## src/rtl/dbg_snap_pkg.sv

```systemverilog
package dbg_snap_pkg;

  // number of radix-4 register levels needed to cover n sources
  function automatic int mux_levels(input int n);
    int lv;
    int span;
    lv   = 1;
    span = 4;
    while (span < n) begin
      span = span * 4;
      lv   = lv + 1;
    end
    return lv;
  endfunction

  // leaves of a full radix-4 tree of lv levels
  function automatic int leaf_count(input int lv);
    return 1 << (2 * lv);
  endfunction

  // width of an index over n entries
  function automatic int idx_bits(input int n);
    return (n < 2) ? 1 : $clog2(n);
  endfunction

  // wrapping increment over 0..n-1
  function automatic int wrap_inc(input int v, input int n);
    return (v >= n - 1) ? 0 : v + 1;
  endfunction

endpackage

```

## src/rtl/snap_scan_ctr.sv

```systemverilog
module snap_scan_ctr
  import dbg_snap_pkg::*;
#(
  parameter int NUM_SRC = 10,
  parameter int LEVELS  = 2,
  parameter int IDX_W   = 4
) (
  input  logic             clk,
  input  logic             rst_n,
  output logic [IDX_W-1:0] scan_idx_o,
  output logic             wr_en_o,
  output logic [IDX_W-1:0] wr_addr_o,
  output logic             scan_done_o
);

  localparam logic [IDX_W-1:0] LAST_IDX = IDX_W'(NUM_SRC - 1);

  logic [IDX_W-1:0]             idx_q;
  logic [LEVELS-1:0]            vld_sr;
  logic [LEVELS-1:0][IDX_W-1:0] adr_sr;

  always_ff @(posedge clk or negedge rst_n) begin
    if (!rst_n) begin
      idx_q  <= '0;
      vld_sr <= '0;
      adr_sr <= '0;
    end else begin
      idx_q     <= IDX_W'(wrap_inc(int'(idx_q), NUM_SRC));
      vld_sr[0] <= 1'b1;
      adr_sr[0] <= idx_q;
      for (int k = 1; k < LEVELS; k++) begin
        vld_sr[k] <= vld_sr[k-1];
        adr_sr[k] <= adr_sr[k-1];
      end
    end
  end

  assign scan_idx_o  = idx_q;
  assign wr_en_o     = vld_sr[LEVELS-1];
  assign wr_addr_o   = adr_sr[LEVELS-1];
  assign scan_done_o = wr_en_o && (wr_addr_o == LAST_IDX);

endmodule

```

## src/rtl/snap_mux_tree.sv

```systemverilog
module snap_mux_tree
  import dbg_snap_pkg::*;
#(
  parameter int NUM_SRC = 10,
  parameter int DATA_W  = 16,
  parameter int LEVELS  = 2
) (
  input  logic                      clk,
  input  logic                      rst_n,
  input  logic [NUM_SRC*DATA_W-1:0] src_i,
  input  logic [2*LEVELS-1:0]       sel_i,
  output logic [DATA_W-1:0]         dat_o
);

  localparam int PAD = leaf_count(LEVELS);

  logic [PAD*DATA_W-1:0] pad_in;
  assign pad_in = (PAD*DATA_W)'(src_i);

  for (genvar l = 0; l < LEVELS; l++) begin : g_lvl
    localparam int IN_CNT = PAD >> (2 * l);
    localparam int CNT    = IN_CNT / 4;
    localparam int SW     = 2 * (LEVELS - l);

    logic [IN_CNT*DATA_W-1:0] d_in;
    logic [SW-1:0]            s_in;
    logic [CNT*DATA_W-1:0]    q;

    if (l == 0) begin : g_first
      assign d_in = pad_in;
      assign s_in = sel_i;
    end else begin : g_next
      assign d_in = g_lvl[l-1].q;
      assign s_in = g_lvl[l-1].g_sreg.s_q;
    end

    // one 4:1 choice per node, the low select digit picks within each group
    always_ff @(posedge clk or negedge rst_n) begin
      if (!rst_n) begin
        q <= '0;
      end else begin
        for (int j = 0; j < CNT; j++) begin
          q[j*DATA_W +: DATA_W] <= d_in[(4*j + int'(s_in[1:0]))*DATA_W +: DATA_W];
        end
      end
    end

    // the remaining digits travel with the data to the next level
    if (l < LEVELS - 1) begin : g_sreg
      logic [SW-3:0] s_q;
      always_ff @(posedge clk or negedge rst_n) begin
        if (!rst_n) s_q <= '0;
        else        s_q <= s_in[SW-1:2];
      end
    end
  end

  assign dat_o = g_lvl[LEVELS-1].q;

endmodule

```

## src/rtl/snap_dpram.sv

```systemverilog
module snap_dpram #(
  parameter int DEPTH  = 10,
  parameter int DATA_W = 16,
  parameter int IDX_W  = 4
) (
  input  logic              clk,
  input  logic              rst_n,
  input  logic              wr_en_i,
  input  logic [IDX_W-1:0]  wr_addr_i,
  input  logic [DATA_W-1:0] wr_data_i,
  input  logic [IDX_W-1:0]  rd_addr_i,
  output logic [DATA_W-1:0] rd_data_o
);

  logic [DATA_W-1:0] mem [DEPTH];
  logic [DATA_W-1:0] rd_q;

  always_ff @(posedge clk) begin
    if (wr_en_i) mem[wr_addr_i] <= wr_data_i;
  end

  // read samples the array before this edge's write lands: old data on collision
  always_ff @(posedge clk or negedge rst_n) begin
    if (!rst_n)                       rd_q <= '0;
    else if (int'(rd_addr_i) < DEPTH) rd_q <= mem[rd_addr_i];
    else                              rd_q <= '0;
  end

  assign rd_data_o = rd_q;

endmodule

```

## src/rtl/dbg_snap_top.sv

```systemverilog
module dbg_snap_top
  import dbg_snap_pkg::*;
#(
  parameter int NUM_SRC = 10,
  parameter int DATA_W  = 16
) (
  input  logic                           clk,
  input  logic                           rst_n,
  input  logic [NUM_SRC*DATA_W-1:0]      src_vec_i,
  input  logic [idx_bits(NUM_SRC)-1:0]   rd_addr_i,
  output logic [DATA_W-1:0]              rd_data_o,
  output logic                           scan_done_o
);

  localparam int LEVELS = mux_levels(NUM_SRC);
  localparam int IDX_W  = idx_bits(NUM_SRC);
  localparam int SEL_W  = 2 * LEVELS;

  logic [IDX_W-1:0]  scan_idx;
  logic              wr_en;
  logic [IDX_W-1:0]  wr_addr;
  logic [DATA_W-1:0] wr_data;
  logic              scan_done;

  snap_scan_ctr #(
    .NUM_SRC(NUM_SRC), .LEVELS(LEVELS), .IDX_W(IDX_W)
  ) scan_i (
    .clk(clk), .rst_n(rst_n), .scan_idx_o(scan_idx),
    .wr_en_o(wr_en), .wr_addr_o(wr_addr), .scan_done_o(scan_done)
  );

  snap_mux_tree #(
    .NUM_SRC(NUM_SRC), .DATA_W(DATA_W), .LEVELS(LEVELS)
  ) tree_i (
    .clk(clk), .rst_n(rst_n), .src_i(src_vec_i),
    .sel_i(SEL_W'(scan_idx)), .dat_o(wr_data)
  );

  snap_dpram #(
    .DEPTH(NUM_SRC), .DATA_W(DATA_W), .IDX_W(IDX_W)
  ) store_i (
    .clk(clk), .rst_n(rst_n), .wr_en_i(wr_en), .wr_addr_i(wr_addr),
    .wr_data_i(wr_data), .rd_addr_i(rd_addr_i), .rd_data_o(rd_data_o)
  );

  assign scan_done_o = scan_done;

endmodule

```

## config.mk

```make
export PLATFORM = sky130hd
export DESIGN_NAME = dbg_snap_top
export DESIGN_NICKNAME = d
export VERILOG_FILES = /design/src/rtl/dbg_snap_pkg.sv /design/src/rtl/snap_scan_ctr.sv /design/src/rtl/snap_mux_tree.sv /design/src/rtl/snap_dpram.sv /design/src/rtl/dbg_snap_top.sv
export SDC_FILE = /design/constraint.sdc
export NUM_CORES = 1
export LEC_CHECK = 0
export BUFFER_PORTS_ARGS = -buffer_cell sky130_fd_sc_hd__buf_2
export CAP_MARGIN = 10
export CORE_MARGIN = 10
export CORE_UTILIZATION = 50
export CTS_BUF_LIST = sky130_fd_sc_hd__clkbuf_4 sky130_fd_sc_hd__clkbuf_8 sky130_fd_sc_hd__clkbuf_16
export DETAILED_ROUTE_END_ITERATION = 6
export PLACE_DENSITY = 0.72
export SYNTH_ARGS = -nofsm -noshare
export SYNTH_HDL_FRONTEND = slang
export SYNTH_HIERARCHICAL = 1
export SYNTH_SLANG_ARGS = --single-unit
```

## constraint.sdc

```tcl
create_clock -name clk -period 3.2 [get_ports clk]
set_input_delay 0.64 -clock clk [delete_from_list [all_inputs] [get_ports clk]]
set_output_delay 0.64 -clock clk [all_outputs]
set_load 0.02 [all_outputs]
```

# ---- Word-level counts from Yosys, hierarchy flattened
# Memory sizes are Yosys's and may differ from the RTL's.
# Index checks and enable logic that the tools add are counted.
dict set report totals {
  n_memories 1
  wordCells 26
  mem_bits_rw 160
  regBits 112
  out_inout_bits 17
}
# name words word_bits rd rd_clocked_by_memory_dff write_ports line_no
set memory_table {}
lappend memory_table {store_i.mem 10 16 1 0 1 snap_dpram.sv:15} ;# logic [DATA_W-1:0] mem [DEPTH];
dict set report classes {
  n_lt_le_gt_ge 2
  n_eq_ne 1
  reduce_logical 1
  mux 4
  addsub 4
  shift 5
}
# cell count
set op_table {}
lappend op_table {{variable part select 256 x 32 -> 16 bit} 3}
lappend op_table {{variable part select 256 x 7 -> 16 bit} 1}
lappend op_table {{variable part select 64 x 7 -> 16 bit} 1}
lappend op_table {{2-to-1 mux 16 bit} 1}
lappend op_table {{adder 4 x 2 -> 5 bit, first input constant} 2}
lappend op_table {{adder 3 x 2 -> 4 bit, first input constant} 1}
lappend op_table {{adder 4 x 1 -> 4 bit, second input constant} 1}
lappend op_table {{equality test 4 bit, second input constant} 1}
lappend op_table {{greater-or-equal comparator 4 bit, second input constant} 1}
lappend op_table {{< comparator 4 bit, second input constant} 1}
lappend op_table {{2-to-1 mux 4 bit} 1}
lappend op_table {{2-to-1 mux 1 bit} 2}
lappend op_table {{logical AND 1 bit} 1}

# ---- Logic depth before layout (Yosys ltp)
# Gate-level depths: netlist (run 1).
dict set report depth {
  word_depth 2
  mapped_depth 5
}

# ---- Cells and area by module
# Netlist (run 1), hierarchy kept.
# module cells_per_inst n_inst area_each_um2
set modules_own_cells {}
lappend modules_own_cells {snap_dpram 360 1 6797.8}
lappend modules_own_cells {snap_mux_tree 179 1 2997.9}
lappend modules_own_cells {snap_scan_ctr 34 1 503.0}

# ---- Least setup slack after synthesis (run 1)
# OpenSTA, ideal clock, no wires.
dict set report synth_path {
  kind {register to register}
  from {register scan_i.adr_sr, in the netlist scan_i/wr_addr_o[2]}
  to {memory store_i.mem[0][0], enable pin}
  t_arrival_ns 2.125
  required_ns 2.791
  path_stages_with_launch 4
  path_slack_ns 0.666
  period_less_slack_ns 2.534
  path_cell_list {dfrtp_1 buf_4 or3b_2 nor3_1}
}
# item line_no
set synth_lines {}
lappend synth_lines {{start: declaration} snap_scan_ctr.sv:20} ;# logic [LEVELS-1:0][IDX_W-1:0] adr_sr;
lappend synth_lines {{start signal: indexed assignment} snap_scan_ctr.sv:33} ;# adr_sr[k] <= adr_sr[k-1];
lappend synth_lines {{end: declaration} snap_dpram.sv:15}
# No word-level cell before the write port.

# ---- Worst setup path in the final report (run 1)
dict set report layout_path {
  from {register scan_i.adr_sr, in the netlist scan_i/wr_addr_o[0]}
  to {output port scan_done_o}
}
dict set report layout_via {
  elab_chain_len 2
}
# item line_no
set layout_lines {}
lappend layout_lines {{equality test 4 bit} snap_scan_ctr.sv:41} ;# assign scan_done_o = wr_en_o && (wr_addr_o == LAST_IDX);
lappend layout_lines {{logical AND 1 bit} snap_scan_ctr.sv:41}
lappend layout_lines {{end: declaration} dbg_snap_top.sv:12} ;# output logic scan_done_o
# Every way passes these cells.

==> flow_summary.rst, run 1 <==
.. list-table::
   :header-rows: 1

   * - Metric
     - Value
   * - Worst stage delay on the critical path
     - roughly 0.53 ns
   * - Post-DR vias/cell
     - 5.50
   * - Antenna violations before repair
     - 1
   * - Post-route antenna net violation count
     - 0
   * - Combined area of all synthesized cells
     - 10300 µm²
   * - Number of pins with negative max-slew slack in the final report
     - 0
   * - DIE WIDTH
     - 164 µm
   * - Wire length of the first global-routing pass
     - approximately 36000 µm
   * - RSZ-0062 raised after global routing
     - no
   * - Row Count
     - 52
   * - Final routed wirelength across all metal layers
     - ~24000 µm
   * - Cell-by-cell listing of the critical path
     - nand4b_1 -> nor2_1 -> buf_2
   * - Path type of the worst min-delay path
     - in -> async
   * - Cell type with the largest total area after synthesis
     - edfxtp_1
   * - Required time of the critical path
     - 2.56 ns
   * - CP max FO
     - 7
   * - Number of clock buffers inserted by TritonCTS
     - 24
   * - Vias in the first global route
     - around 6.4k
   * - Final net count
     - roughly 930
   * - Mapped Avg Cell Area
     - around 18 µm²
   * - Power Density
     - 553 nW/µm²
   * - H-tree depth reported by CTS
     - 1
   * - FILL cells
     - about 1.5k
   * - Number of placed instances with taps included
     - 1002
   * - Clock tree from TritonCTS
     - yes
   * - Maximum clock insertion buffer count
     - 3
   * - Master cell of the clock root buffer
     - clkbuf_16
   * - Resized Gates After CTS
     - 0
   * - Cells taking the most area after synthesis
     - edfxtp_1, dfrtp_1, mux4_2, mux2_2, mux2i_1
   * - WL/cell
     - 22.8 µm
   * - Number of remaining DRC errors
     - 0
   * - Final clock skew
     - between 0.009 and 0.01 ns
   * - Maximum resistive drop on vdd
     - 0.313 mV
   * - PortBufs
     - between 150 and 200
   * - Core region area
     - between 20000 and 25000 µm²
   * - Total congestion overflow after global routing
     - 0
   * - DP Wirelength
     - between 15000 and 20000 µm
   * - Number of synthesized register bits
     - 256
   * - Starting utilization of the core area
     - 50.9%
   * - Number of top-level design ports
     - 183
   * - Clock latency of the later-clocked register in the worst-skew pair
     - approximately 0.51 ns
   * - Result of the run
     - complete, no violations
   * - Violation count after the first detailed-route iteration
     - between 300 and 400
   * - Fraction of synthesized cell area taken by the top area cell type
     - between 40% and 50%
   * - Critical Setup Path Class
     - reg -> out
   * - Count of final hold-check violations
     - 0
   * - Number of warnings printed during yosys synthesis
     - 6
   * - Finished Layout Cells
     - 1046
   * - Final critical-path required period
     - 2.12 ns
   * - Global placement routability congestion
     - 0.907
   * - Setup violators final
     - 0
   * - Drt first pass iters
     - 5
   * - Max frequency
     - 473 MHz
   * - Fraction of final layout cells with drive strength greater than 1
     - 45.0%
   * - Global-route usage over all layers
     - between 10% and 20%
   * - Clock tree sinks
     - between 200 and 300
   * - Reg clk slew, reported paths
     - approximately 0.060 ns
   * - Worst hold slack across all endpoints
     - between 0.1 and 0.15 ns
   * - Number of hold buffers added after CTS
     - 0
   * - Portion of the clock cycle consumed by the worst path in the final layout
     - 66.1%
   * - Postcts setup bufs
     - 0
   * - Final core utilization
     - 60.5%
   * - Worst Max-Slew Pin Slew
     - 1.16 ns
   * - Final setup TNS
     - 0 ns
   * - Largest net degree at the start of global routing
     - 81
   * - Post-route cell area
     - 12200 µm²
   * - Count of unique library cells instantiated by Yosys
     - 34
   * - Synthesized netlist net count
     - around 740
   * - Synth-to-Final Area Change
     - 18.9%
   * - Sort of element at the end of the critical path
     - output pin
   * - Post-synthesis sequential area ratio
     - a little over two thirds
   * - Startpoint Class
     - flip-flop
   * - Max transition margin
     - 22.8%
   * - Via count
     - 5757
   * - CP arrival
     - 1.48 ns
   * - CP max-delay cell
     - dfrtp_1
   * - Placed Area
     - 11500 µm²
   * - Reported max-cap violation count
     - 0
   * - Synthesized instance count
     - 573
   * - Die extent in y
     - 164 µm
   * - Lkg Pwr
     - 4.94 nW
   * - Die Area
     - approximately 27000 µm²
-- synth_stat cells, drive strengths merged --
| master | instances |
|---|---|
| or3b | 2 |
| a21boi | 1 |
| edfxtp | 160 |
| nor3b | 1 |
| dfrtp | 96 |
| nand2b | 4 |
| nor2b | 1 |
| conb | 1 |
| nand4b | 1 |
| o31ai | 16 |
| xnor2 | 1 |
| nand2 | 18 |
| o22ai | 33 |
| a21oi | 1 |
| mux2 | 80 |
| mux4 | 32 |
| buf | 34 |
| nor3 | 3 |
| nor2 | 24 |
| nand3 | 1 |
| clkbuf | 5 |
| inv | 3 |
| o2bb2ai | 16 |
| or2 | 1 |
| mux2i | 33 |
| nand3b | 2 |
| ha | 3 |
-- sequential cells by signal (all words and copies together) (netlist names) --
register / cells
scan_i/vld_sr: 2
tree_i/g_lvl.g_sreg.s_q: 2
tree_i/g_lvl.q: 48
scan_i/wr_addr_o: 4
tree_i/dat_o: 16
store_i/rd_data_o: 16
scan_i/scan_idx_o: 4
scan_i/adr_sr: 4
store_i/mem: 160
-- path summary, 6_finish.rpt --
check                      cells after the start  slack [ns]                              end                           from
setup / recovery                               3        1.08                      scan_done_o  scan_i/wr_addr_o[0]$_DFF_PN0_
min in group clk                               0        0.35    scan_i/wr_addr_o[1]$_DFF_PN0_     scan_i/adr_sr[1]$_DFF_PN0_
setup reg to reg                               2        1.17     store_i/mem[4][15]$_DFFE_PP_  scan_i/wr_addr_o[3]$_DFF_PN0_
hold reg to reg                                0        0.35    scan_i/wr_addr_o[1]$_DFF_PN0_     scan_i/adr_sr[1]$_DFF_PN0_
hold / removal                                 1        0.13  store_i/rd_data_o[12]$_DFF_PN0_                          rst_n
max in group asynchronous                      2        2.38  tree_i/g_lvl[0].q[46]$_DFF_PN0_                          rst_n
-- power breakdown --
| group | internal [mW] | total [mW] | switching, mW |
|---|---|---|---|
| Sequential | 3.59 | 3.64 | 0.0515 |
| Clock | 1.65 | 2.75 | 1.10 |
| Combinational | 0.193 | 0.378 | 0.185 |
-- through the flow --
step	total power [mW]	worst slack, ns
after detailed placement	4.09	1.12
after global placement	4.08	1.22
after global routing	7.01	0.986
after floorplan	3.89	0.666
after CTS	6.83	1.05
final	6.77	1.08
-- worst max-delay path, delay by kind of cell, from the launching register on --
| family | cells | cell delay, ns |
|---|---|---|
| simple gates | 2 | 0.26 |
| buf+inv | 1 | 0.18 |
| flops | 1 | 0.53 |
-- final cells by class --
type	count	area (µm²)	share of cell area [%]
flip-flops and latches	256	7210	58.9
well taps	270	338	2.76
inverters	3	11.3	0.0920
clock buffers	40	776	6.33
multi-input cells	275	2820	23.1
diodes	1	2.50	0.0204
repair buffers	198	1070	8.75
clock inverters	3	13.8	0.112
-- cells in the final DEF, fill, tap and decap left out, types with 4 or more instances in the layout --
| cell type | instances |
|---|---|
| buf_2 | 181 |
| buf_4 | 14 |
| clkbuf_16 | 25 |
| clkbuf_4 | 9 |
| clkbuf_8 | 6 |
| dfrtp_1 | 94 |
| edfxtp_1 | 160 |
| mux2_1 | 22 |
| mux2_2 | 58 |
| mux2i_1 | 33 |
| mux4_2 | 32 |
| nand2_1 | 18 |
| nand2b_1 | 4 |
| nor2_1 | 20 |
| nor2_2 | 4 |
| o22ai_1 | 33 |
| o2bb2ai_1 | 16 |
| o31ai_1 | 10 |
| o31ai_2 | 6 |
-- per-layer routing --
metal / share of wire (%) / GRT usage (%) / up-vias
li1: - / - / 2594
met1: 40 / 21.4 / 2902
met2: 51 / 29.9 / 232
met3: 7.2 / 4.81 / 29
met4: 1.7 / 4.39 / 0
met5: 0 / 0 / -
-- logic make-up (layout without fill, tap and decap cells) --
family | Yosys count | count (layout) | synth area share, %
XOR/XNOR | 1 | 1 | 0.0851
AO/OA/AOI/OAI | 67 | 67 | 4.98
AND/OR/NAND/NOR | 58 | 58 | 2.64
other | 1 | 2 | 0.0364
adder cells (fa/ha/maj) | 3 | 3 | 0.365
multiplexers | 145 | 145 | 19.0
flip-flops | 256 | 256 | 70.0
buffers and inverters | 42 | 244 | 2.96
Note: power is estimated with default switching activity, not from simulation.
==> inputs of run 2 (changes only) <==
- clock period: 3.2 -> 2.2 ns (I/O delays scaled with it)
==> flow_summary.rst, run 2 (synthesized netlist as in run 1, its figures left out) <==
.. list-table::
   :header-rows: 1

   * - Metric
     - Value
   * - Result of the run
     - complete, no violations
   * - WL/cell
     - between 20 and 25 µm
   * - Worst reg-to-reg path cell count
     - 3
   * - Biggest regs
     - store_i/mem (160), tree_i/g_lvl.q (48)
   * - Global placement routability congestion
     - 0.903
   * - Commonest cells after routing, fill and taps aside
     - buf_2, edfxtp_1, dfrtp_1
   * - Number of hold buffers added after CTS
     - 1
   * - Violation count after the first detailed-route iteration
     - 449
   * - Drt first pass iters
     - 5
   * - Portion of the clock cycle consumed by the worst path in the final layout
     - between 80% and 90%
   * - DIE WIDTH
     - 164 µm
   * - Count of final hold-check violations
     - 0
   * - Power Density
     - ~830 nW/µm²
   * - Number of clock buffers inserted by TritonCTS
     - 25
   * - Worst slack after detailed placement
     - 0.363 ns
   * - Final clock skew
     - between 0.015 and 0.02 ns
   * - PortBufs
     - 182
   * - Internal power
     - 8.35 mW
   * - Core region area
     - 20200 µm²
   * - Clock latency of the later-clocked register in the worst-skew pair
     - 0.52 ns
   * - Global-route usage over all layers
     - 17.4%
   * - Reg clk slew, reported paths
     - 0.06 ns
   * - Seq pwr share
     - 51.0%
   * - Register name with the most flops
     - store_i/mem
   * - Clock power share
     - 43.5%
   * - Share of total power consumed by net switching
     - 19.6%
   * - Row Count
     - 52
   * - Maximum resistive drop on vdd
     - around 0.57 mV
   * - Postcts setup bufs
     - 0
   * - Post-route antenna net violation count
     - 0
   * - Flip-flop count of the largest register, all copies and words added
     - 160
   * - Final critical-path setup slack
     - 0.328 ns
   * - Vias in the first global route
     - ~6.5k
   * - Fraction of final layout cells with drive strength greater than 1
     - a little under half
   * - Die extent in y
     - 164 µm
   * - Master cell of the clock root buffer
     - clkbuf_16
   * - Reported max-cap violation count
     - 0
   * - Wire length of the first global-routing pass
     - 36000 µm
   * - Number of top-level design ports
     - about 180
   * - Synth-to-Final Area Change
     - 21.2%
   * - Clock tree from TritonCTS
     - yes
   * - Number of remaining DRC errors
     - 0
   * - Final net count
     - 942
   * - NetSw
     - 2.04 mW
   * - Final critical-path required period
     - 1.87 ns
   * - Area of the multi-input gates
     - roughly 2800 µm²
   * - Via count
     - 5802
   * - Resized Gates After CTS
     - 0
   * - Final routed wirelength across all metal layers
     - 23700 µm
   * - H-tree depth reported by CTS
     - 1
   * - Max frequency
     - between 500 and 600 MHz
   * - Finished Layout Cells
     - 1064
   * - Critical Setup Path Class
     - reg -> out
   * - DP Wirelength
     - 16200 µm
   * - Total congestion overflow after global routing
     - 0
   * - Largest net degree at the start of global routing
     - 52
   * - Antenna violations before repair
     - 2
   * - Lkg Pwr
     - 5.04 nW
   * - Maximum clock insertion buffer count
     - 3
   * - Most common cell after layout, fill and taps aside
     - buf_2
   * - CP arrival
     - 1.43 ns
   * - Hold path depth
     - 3
   * - Sort of element at the end of the critical path
     - output pin
   * - Path type of the worst min-delay path
     - in -> reg
   * - Combinational fraction of design power
     - 5.6%
   * - Setup violators final
     - 0
   * - Startpoint Class
     - flip-flop
   * - Number of placed instances with taps included
     - 1015
   * - Final setup TNS
     - 0 ns
   * - RSZ-0062 raised after global routing
     - no
   * - FILL cells
     - 1471
   * - Post-DR vias/cell
     - about 5.5
   * - Sequential cell area
     - 7210 µm²
   * - Clock tree sinks
     - 256
   * - Die Area
     - 26700 µm²
   * - Required time of the critical path
     - 1.76 ns
   * - Number of pins with negative max-slew slack in the final report
     - 0
   * - CP max FO
     - 7
   * - Total Power
     - 10.4 mW
   * - Final core utilization
     - between 60% and 70%
   * - Starting utilization of the core area
     - 50.9%
## run 2: metal layers
metal  wire length, µm  vias to the layer above  part of all wire [%]  track usage (%)
met5                 0                        -                     0                0
met3              2130                       34                   9.0             5.34
li1                  -                     2622                     -                -
met4               388                        0                   1.6             4.71
met2             11900                      248                    50             29.5
met1              9250                     2898                    39             21.0
## run 2: worst max-delay path, stage by stage (launching register included)
cell	delay [ns]
dfrtp_1	0.48
nand4b_1	0.13
nor2_1	0.13
buf_2	0.18
## run 2: worst paths after layout
path,start,endpoint,slack [ns]
min in group asynchronous,rst_n,store_i/rd_data_o[12]$_DFF_PN0_,0.42
max in group asynchronous,rst_n,store_i/rd_data_o[7]$_DFF_PN0_,1.20
worst min-delay path,src_vec_i[133],tree_i/g_lvl[0].q[37]$_DFF_PN0_,0.18
worst max register to register,scan_i/wr_addr_o[2]$_DFF_PN0_,store_i/mem[0][1]$_DFFE_PP_,0.48
worst min register to register,scan_i/vld_sr[0]$_DFF_PN0_,scan_i/vld_sr[1]$_DFF_PN0_,0.35
worst max-delay path,scan_i/wr_addr_o[0]$_DFF_PN0_,scan_done_o,0.33
## run 2: power by group through the flow
| stage | Sequential, mW | Combinational [mW] | Clock, mW |
|---|---|---|---|
| global placement | 5.38 | 0.568 | 0 |
| CTS | 5.29 | 0.586 | 4.59 |
| floorplan | 5.39 | 0.262 | 0 |
| finish | 5.29 | 0.577 | 4.52 |
| detailed placement | 5.39 | 0.582 | 0 |
| global route | 5.30 | 0.624 | 4.82 |
## run 2: metrics by stage
step	instance area [µm²]	hold slack, ns
2_1_floorplan	10300	0.144
5_1_grt	12500	0.173
6_report	12500	0.180
3_5_place_dp	11600	0.335
4_1_cts	12500	0.165
3_3_place_gp	11600	0.333
## run 2: cell type report
| class | count | share of cell area (%) |
|---|---|---|
| diodes | 2 | 0.0401 |
| well taps | 270 | 2.71 |
| repair buffers | 212 | 9.74 |
| multi-input cells | 275 | 22.4 |
| clock inverters | 11 | 1.28 |
| inverters | 3 | 0.0902 |
| flip-flops and latches | 256 | 57.7 |
| clock buffers | 35 | 5.95 |
